**src/rtl/jc_pkg.sv**
```systemverilog
// Shared constants and helpers for the twisted-ring counter.
// Assumes stage counts of at least two.
package jc_pkg;
    localparam int unsigned JC_DEF_STAGES = 4;

    // Number of distinct counts a ring of n stages walks through.
    function automatic int unsigned jc_counts(input int unsigned n);
        return 2 * n;
    endfunction
endpackage

```
**src/rtl/jc_ring.sv**
```systemverilog
// Twisted-ring register with lock-out recovery.
// It shifts toward the high stage and feeds the inverted top stage into stage 0.
// A pattern with more than one boundary between neighbouring stages is illegal,
// and it is replaced by all zeros on the next advance.
// Assumes rst_n is synchronous to clk.
module jc_ring #(
    parameter int unsigned STAGES = jc_pkg::JC_DEF_STAGES
) (
    input  logic              clk,
    input  logic              rst_n,
    input  logic              advance,
    output logic [STAGES-1:0] stage_q
);
    localparam int unsigned EDGES = STAGES - 1;

    logic [EDGES-1:0]  boundary;
    logic              legal;
    logic [STAGES-1:0] stage_d;

    // Mark where neighbouring stages disagree.
    assign boundary = stage_q[STAGES-2:0] ^ stage_q[STAGES-1:1];

    // Next pattern: a twisted shift when legal, otherwise a clear.
    always_comb begin
        legal   = ($countones(boundary) <= 1);
        stage_d = legal ? {stage_q[STAGES-2:0], ~stage_q[STAGES-1]} : '0;
    end

    // State register: clear on reset, move on each advance.
    always_ff @(posedge clk) begin
        if (!rst_n) begin
            stage_q <= '0;
        end else if (advance) begin
            stage_q <= stage_d;
        end
    end
endmodule

```
**src/rtl/jc_decode.sv**
```systemverilog
// Two-input decoders and carry output for a twisted-ring register.
// Each count line ANDs two stage bits that differ in exactly that count.
// Carry is the inverted top stage, a registered bit, so it cannot glitch.
// Assumes the register follows the legal sequence from jc_ring.
module jc_decode #(
    parameter int unsigned STAGES = jc_pkg::JC_DEF_STAGES,
    parameter int unsigned COUNTS = jc_pkg::jc_counts(STAGES)
) (
    input  logic [STAGES-1:0] stage_q,
    output logic [COUNTS-1:0] decode,
    output logic              carry_out
);
    // One two-input gate per count line.
    for (genvar k = 0; k < COUNTS; k++) begin : g_line
        if (k == 0) begin : g_zero
            assign decode[k] = ~stage_q[STAGES-1] & ~stage_q[0];
        end else if (k < STAGES) begin : g_fill
            assign decode[k] = stage_q[k-1] & ~stage_q[k];
        end else if (k == STAGES) begin : g_full
            assign decode[k] = stage_q[STAGES-1] & stage_q[0];
        end else begin : g_drain
            assign decode[k] = ~stage_q[k-STAGES-1] & stage_q[k-STAGES];
        end
    end

    // Carry is high for the first half of the cycle.
    assign carry_out = ~stage_q[STAGES-1];
endmodule

```
**src/rtl/johnson_div8.sv**
```systemverilog
// Top level of the self-correcting divide-by-eight counter.
// It combines the ring register with the decoders. Inhibit gates advancing;
// reset is synchronous, active low, and wins over inhibit.
module johnson_div8 #(
    parameter int unsigned STAGES = jc_pkg::JC_DEF_STAGES,
    parameter int unsigned COUNTS = jc_pkg::jc_counts(STAGES)
) (
    input  logic              clk,
    input  logic              rst_n,
    input  logic              inhibit,
    output logic [COUNTS-1:0] decode,
    output logic              carry_out
);
    logic [STAGES-1:0] ring_q;

    // Ring register with lock-out recovery.
    jc_ring #(.STAGES(STAGES)) u_ring (
        .clk     (clk),
        .rst_n   (rst_n),
        .advance (~inhibit),
        .stage_q (ring_q)
    );

    // Glitch-free count lines and carry.
    jc_decode #(.STAGES(STAGES), .COUNTS(COUNTS)) u_dec (
        .stage_q   (ring_q),
        .decode    (decode),
        .carry_out (carry_out)
    );
endmodule

```
**config.mk**
```make
export PLATFORM = sky130hd
export DESIGN_NAME = johnson_div8
export DESIGN_NICKNAME = d
export VERILOG_FILES = /design/src/rtl/jc_pkg.sv /design/src/rtl/jc_ring.sv /design/src/rtl/jc_decode.sv /design/src/rtl/johnson_div8.sv
export SDC_FILE = /design/constraint.sdc
export NUM_CORES = 1
export LEC_CHECK = 0
export CORE_AREA = 2 2 39 41
export CTS_CLUSTER_DIAMETER = 40
export DETAILED_ROUTE_END_ITERATION = 8
export DIE_AREA = 0 0 41 43
export GPL_TIMING_DRIVEN = 1
export HOLD_SLACK_MARGIN = 0.12
export PLACE_DENSITY = 0.58
export SLEW_MARGIN = 20
export SYNTH_ARGS = -nofsm -noshare
export SYNTH_HDL_FRONTEND = slang
export SYNTH_SLANG_ARGS = --single-unit
```
**constraint.sdc**
```tcl
create_clock -name clk -period 1.47 [get_ports clk]
set_input_delay 0.294 -clock clk [delete_from_list [all_inputs] [get_ports clk]]
set_output_delay 0.294 -clock clk [all_outputs]
set_load 0.02 [all_outputs]
```
==> out/metrics.yaml, run 1 <==
synth:
  yosys.area.top_type: "ha_1"
  synth_cells: 30
  syn-num-nets: 40
  synth.cell_area_um2: 273
  synth_seq_cells: 4
  avgSynthCellArea_um2: 9.09
  synth_top_cell_area_share: 0.321
  synth.distinct_cells: 9
  yosysWarnings: 0
  ys_top_cells_by_area: "ha_1, dfxtp_1, o41ai_1"
  yosysSeqAreaShare: 0.294
layout:
  reg_top3: "u_ring.stage_q: 4 flops"
  syn2layout_area_growth_pct: 106
  n_antenna_cell: 0
  regMostFlops: "u_ring.stage_q"
  largest_register_ffs: 4
  drive_above_1_share: 0.654
  instances_no_fill: 68
  fin_area_um2: 561
  seq_area_um2: 90.1
  multi_input_comb_area_um2: 240
  fill_cells: 133
  fin_nets: 64
timing:
  final.min_clock_period_ns: 1.44
  post-route-period-util: 0.978
  timing.fmax_mhz: 696
  tightest_slew_ns: 0.359
  max-slew-margin-rel: 0.760
  hold-worst-slack_ns: 0.557
  maxSlewViolCount: 0
  final_hold_viol_count: 0
  finalSetupViolCount: 0
  fin_setup_tns_ns: 0
  skew_ns: 0.00471
critical_path:
  r2r_slack_ns: 0.03
  crit_arrival_ns: 1.56
  path_delay_family: "adder cells"
  worstSetupPathType: "register to register"
  endpoint_kind: "register"
  crit_slowest_cell: "dfxtp_4"
  cp_max_fo: 4
  cp_slowest_stage_delay_ns: 0.37
  timing.rr.end: "u_ring.stage_q[1]"
  crit_buf_inv: 2
  crit_path_cell_trace: "inv_4 > ha_4 > inv_4 > ha_4 > nor2b_4 > o41ai_2"
  start_kind: "register"
  worstPathRequired_ns: 1.59
  ff2ff_path_depth: 6
  r2r-start: "u_ring.stage_q[1]"
drt:
  wl_met3_um: 56
  drt-met1-wl_um: 324
  first_iter_violations: 2
  post_drt_via_cell_ratio: 4.37
  drc_errors: 0
  wl_met2_um: 430
  routed_wl_um: 810
  vias: 297
  wl_per_cell_um: 11.9
  top_layer_used: "met3"
  detail-route-antenna-nets: 0
  drtPass1Iterations: 2
clocking:
  ctsHoldBuffers: 0
  cts_tree: "built"
  worst_skew_pair.late_latency_ns: 0.23
  h-tree-depth: 1
  clock_path_buffers: 2
  clock_sinks: 4
  cts_buffers: 3
  clk_pin_slew_ns: 0.03
  cts_root_buf: "clkbuf_4"
power_and_ir_drop:
  p_leak_uw: 0.000256
  powerDensity_nw_per_um2: 652
  ir_worst_vdd_uv: 584
grt:
  grt-ovfl-total: 0
  antenna_found_initial: 0
  grt_use_total: 0.0983
  grt_pass1_vias: 259
  grt_pass1_wl_um: 1100
  grt_max_degree: 9
floorplanning:
  rows: 14
  die_area_um2: 1760
  io_pins: 12
  start_util: 0.197
  core_region_area_um2: 1380
  die_height_um: 43
  die_w_um: 41
worst_hold_path:
  hp-class: "register to register"
  hp-start: "u_ring.stage_q[1]"
  holdPathStages: 2
  min_to: "u_ring.stage_q[1]"
placed_design:
  placed_cells: 64
  port_buffers: 11
  placed_cell_area_um2: 458
  gp_congestion: 0.784
  dp_hpwl_um: 524
run:
  max_cap_viol_count: 0
outcome:
  outcome: "complete, no violations"
area by class of cell:
class,count,share of cell area
clock buffer,3,0.0402
multi-input combinational,19,0.429
sequential,4,0.161
tap,16,0.0357
inverter,6,0.0491
timing repair buffer,20,0.286
cell usage in the layout (no fill, tap or decap), drive strengths merged:
cell           instances
clkdlybuf4s15          2
nor2b                  1
nand3                  4
dfxtp                  4
ha                     7
dlygate4sd2            4
clkbuf                 5
nand2b                 1
inv                    6
o41ai                  4
clkdlybuf4s50          2
nor2                   2
buf                   10
timing repair:
item                       CTS  global route
buffers inserted             1             0
gates resized for setup     25            15
setup endpoints to repair   13             9
pin swaps                    4             3
logic make-up after synthesis:
kind of cell	Yosys count	share of synthesized area
AO/OA/AOI/OAI	4	0.128
adder cells (fa/ha/maj)	7	0.321
buffers and inverters	7	0.110
flip-flops	4	0.294
AND/OR/NAND/NOR	8	0.147
cells in the mapped netlist:
cell type	instances
inv_1	6
o41ai_1	4
nor2b_1	1
ha_1	7
nand2b_1	1
nand3_1	4
dfxtp_1	4
buf_4	1
nor2_1	2
metal layers:
metal,up-vias,track usage
met5,-,0
met4,0,0.0200
li1,150,-
met2,7,0.144
met1,140,0.119
met3,0,0.0628
power by group:
group          internal (uW)  switching [uW]
clock network           91.0            41.1
logic                   56.4            56.9
registers                113            6.77
worst max path at each step:
stage                      startpoint                 to  slack [ns]  cells past startpoint
floorplan           u_ring.stage_q[0]  u_ring.stage_q[1]        0.01                      6
global placement    u_ring.stage_q[1]  u_ring.stage_q[1]        -0.1                      6
detailed placement  u_ring.stage_q[1]  u_ring.stage_q[1]       -0.15                      6
CTS                 u_ring.stage_q[1]  u_ring.stage_q[1]       -0.04                      6
global route        u_ring.stage_q[1]  u_ring.stage_q[1]      -0.007                      6
finish              u_ring.stage_q[1]  u_ring.stage_q[1]        0.03                      6
metrics by stage:
| step | power [uW] | worst slack [ns] | utilization |
|---|---|---|---|
| 4_1_cts | 360 | -0.0361 | 0.381 |
| 3_5_place_dp | 211 | -0.152 | 0.331 |
| 2_1_floorplan | 167 | 0.0108 | - |
| 3_3_place_gp | 211 | -0.0956 | 0.331 |
| 5_1_grt | 392 | -0.00723 | 0.405 |
| 6_report | 366 | 0.0322 | 0.405 |
worst min-delay path, cell delays in order, from the launching register on:
cell and delay [ns]:
dfxtp_4 0.37, nand3_1 0.09, o41ai_2 0.06
(Power assumes the default switching activity.)
==> inputs of run 2 (changes only) <==
--- a/config.mk
+++ b/config.mk
@@ -5,6 +5,7 @@
 export SDC_FILE = /design/constraint.sdc
 export NUM_CORES = 1
 export LEC_CHECK = 0
+export ABC_CLOCK_PERIOD_IN_PS = 1470
 export CORE_AREA = 2 2 39 41
 export CTS_CLUSTER_DIAMETER = 40
 export DETAILED_ROUTE_END_ITERATION = 8
==> results of run 2 <==
The final DEF is identical to that of run 1; final timing and power are the same.
==> inputs of run 3 (changes only) <==
--- a/config.mk
+++ b/config.mk
@@ -6,12 +6,12 @@
 export NUM_CORES = 1
 export LEC_CHECK = 0
 export ABC_CLOCK_PERIOD_IN_PS = 1470
-export CORE_AREA = 2 2 39 41
+export CORE_AREA = 4 4 41 43
 export CTS_CLUSTER_DIAMETER = 40
 export DETAILED_ROUTE_END_ITERATION = 8
-export DIE_AREA = 0 0 41 43
+export DIE_AREA = 0 0 45 47
 export GPL_TIMING_DRIVEN = 1
-export HOLD_SLACK_MARGIN = 0.12
+export HOLD_SLACK_MARGIN = 0.02
 export PLACE_DENSITY = 0.58
 export SLEW_MARGIN = 20
 export SYNTH_ARGS = -nofsm -noshare
==> out/metrics.yaml, run 3 (synthesized netlist as in run 1, its figures left out) <==
clocking:
  cts_root_buf: "clkbuf_4"  # unchanged
  clock_sinks: 4  # unchanged
  h-tree-depth: 1  # unchanged
  ctsHoldBuffers: 0  # unchanged
  cts_buffers: 3  # unchanged
  clk_pin_slew_ns: 0.04  # was 0.03 ns
  cts_tree: "built"  # unchanged
  worst_skew_pair.late_latency_ns: 0.24  # was 0.23 ns
  clock_path_buffers: 2  # unchanged
  post_cts_buffers: 0  # was 1
drt:
  drtPass1Iterations: 4  # was 2
  vias: 292  # was 297
  detail-route-antenna-nets: 0  # unchanged
  first_iter_violations: 2  # unchanged
  routed_wl_um: 745  # was 810 um
  post_drt_via_cell_ratio: 4.42  # was 4.37
  drc_errors: 0  # unchanged
  wl_per_cell_um: 11.3  # was 11.9 um
layout:
  syn2layout_area_growth_pct: 94.0  # was 106%
  fin_nets: 63  # was 64
  regMostFlops: "u_ring.stage_q"  # unchanged
  fill_cells: 140  # was 133
  largest_register_ffs: 4  # unchanged
  reg_top3: "u_ring.stage_q: 4 flops"  # unchanged
  n_antenna_cell: 0  # unchanged
  final_common_cell: "buf_4"  # unchanged
  drive_above_1_share: 0.627  # was 0.654
critical_path:
  start_kind: "register"  # unchanged
  worstPathRequired_ns: 1.61  # was 1.59 ns
  endpoint_kind: "register"  # unchanged
  crit_arrival_ns: 1.58  # was 1.56 ns
  cp_max_fo: 4  # unchanged
  worstSetupPathType: "register to register"  # unchanged
outcome:
  outcome: "complete, no violations"  # unchanged
timing:
  maxSlewViolCount: 0  # unchanged
  final.min_clock_period_ns: 1.44  # about the same
  setup_ws_ns: 0.0324  # was 0.0322 ns
  timing.fmax_mhz: 696  # about the same
  finalSetupViolCount: 0  # unchanged
  tightest_slew_ns: 0.328  # was 0.359 ns
  post-route-period-util: 0.978  # about the same
  final_hold_viol_count: 0  # unchanged
  max-slew-margin-rel: 0.781  # was 0.760
  rsz0062_at_grt: "true"
  skew_ns: 0.00245  # was 0.00471 ns
floorplanning:
  io_pins: 12  # unchanged
  die_w_um: 45  # was 41 um
  rows: 13  # was 14
  die_height_um: 47  # was 43 um
  start_util: 0.210  # was 0.197
  die_area_um2: 2120  # was 1760 um^2
  core_region_area_um2: 1300  # was 1380 um^2
power_and_ir_drop:
  powerDensity_nw_per_um2: 702  # was 652 nW/um^2
  p_leak_uw: 0.000252  # was 0.000256 uW
  ir_worst_vdd_uv: 420  # was 584 uV
  p_total_uw: 372  # was 366 uW
placed_design:
  port_buffers: 11  # unchanged
  gp_congestion: 0.808  # was 0.784
  place_ws_ns: -0.0632  # was -0.152 ns
  dp_hpwl_um: 552  # was 524 um
grt:
  grt-ovfl-total: 0  # unchanged
  grt_pass1_wl_um: 1120  # was 1100 um
  antenna_found_initial: 0  # unchanged
  grt_max_degree: 9  # unchanged
  grt_pass1_vias: 269  # was 259
  grt_use_total: 0.0806  # was 0.0983
run:
  max_cap_viol_count: 0  # unchanged
worst_hold_path:
  hp-class: "register to register"  # unchanged
[run 3: changes by cell type in the layout (fill, tap and decap cells not counted), sizes merged]
cell / delta
clkdlybuf4s15: -2
clkbuf: +2
buf: -1
[run 3: worst paths after layout]
path	start	to	slack, ns	cells after the start
max	u_ring.stage_q[0]	u_ring.stage_q[1]	0.03	6
min reg2reg	u_ring.stage_q[3]	u_ring.stage_q[0]	0.50	1
max reg2reg	u_ring.stage_q[0]	u_ring.stage_q[1]	0.03	6
min	u_ring.stage_q[3]	u_ring.stage_q[0]	0.50	1
[run 3: final cells by class]
type	instances	area, um^2	area share
Multi-Input combinational cell	19	240	0.454
Tap cell	15	18.8	0.0355
Timing Repair Buffer	19	140	0.265
Inverter	6	22.5	0.0426
Clock buffer	3	22.5	0.0426
Sequential cell	4	85.1	0.161
[run 3: critical path, cell delays in order (launching register included)]
cell,delay [ns]
dfxtp_2,0.32
inv_2,0.05
ha_4,0.24
inv_1,0.05
ha_4,0.23
nor2b_4,0.14
o41ai_2,0.30
[run 3: where the power goes]
group / total [uW] / internal (uW) / switching [uW]
logic: 107 / 52.4 / 54.6
registers: 121 / 116 / 5.40
clock network: 144 / 91.8 / 51.8
[run 3: repair_timing]
action / 4_1_cts / 5_1_grt
gates resized for setup: 22 / 13
pin swaps: 1 / 2
setup endpoints to repair: 13 / 8
[run 3: layer usage]
layer	global-route usage	wire length, um
met1	0.0864	321
met3	0.0690	66
met4	0.0175	0
met2	0.121	356
met5	0	0
[run 3: per-stage QoR]
step                      cells  hold WS (ns)   util  TNS, ns  instance area, um^2
after floorplan              30         0.433      -        0                  275
after global placement       63         0.553  0.351   -0.303                  457
after detailed placement     63         0.554  0.351   -0.365                  457
after CTS                    66         0.503  0.373  -0.0292                  485
after global routing         66         0.529  0.407  -0.0711                  529
final                        66         0.504  0.407        0                  529
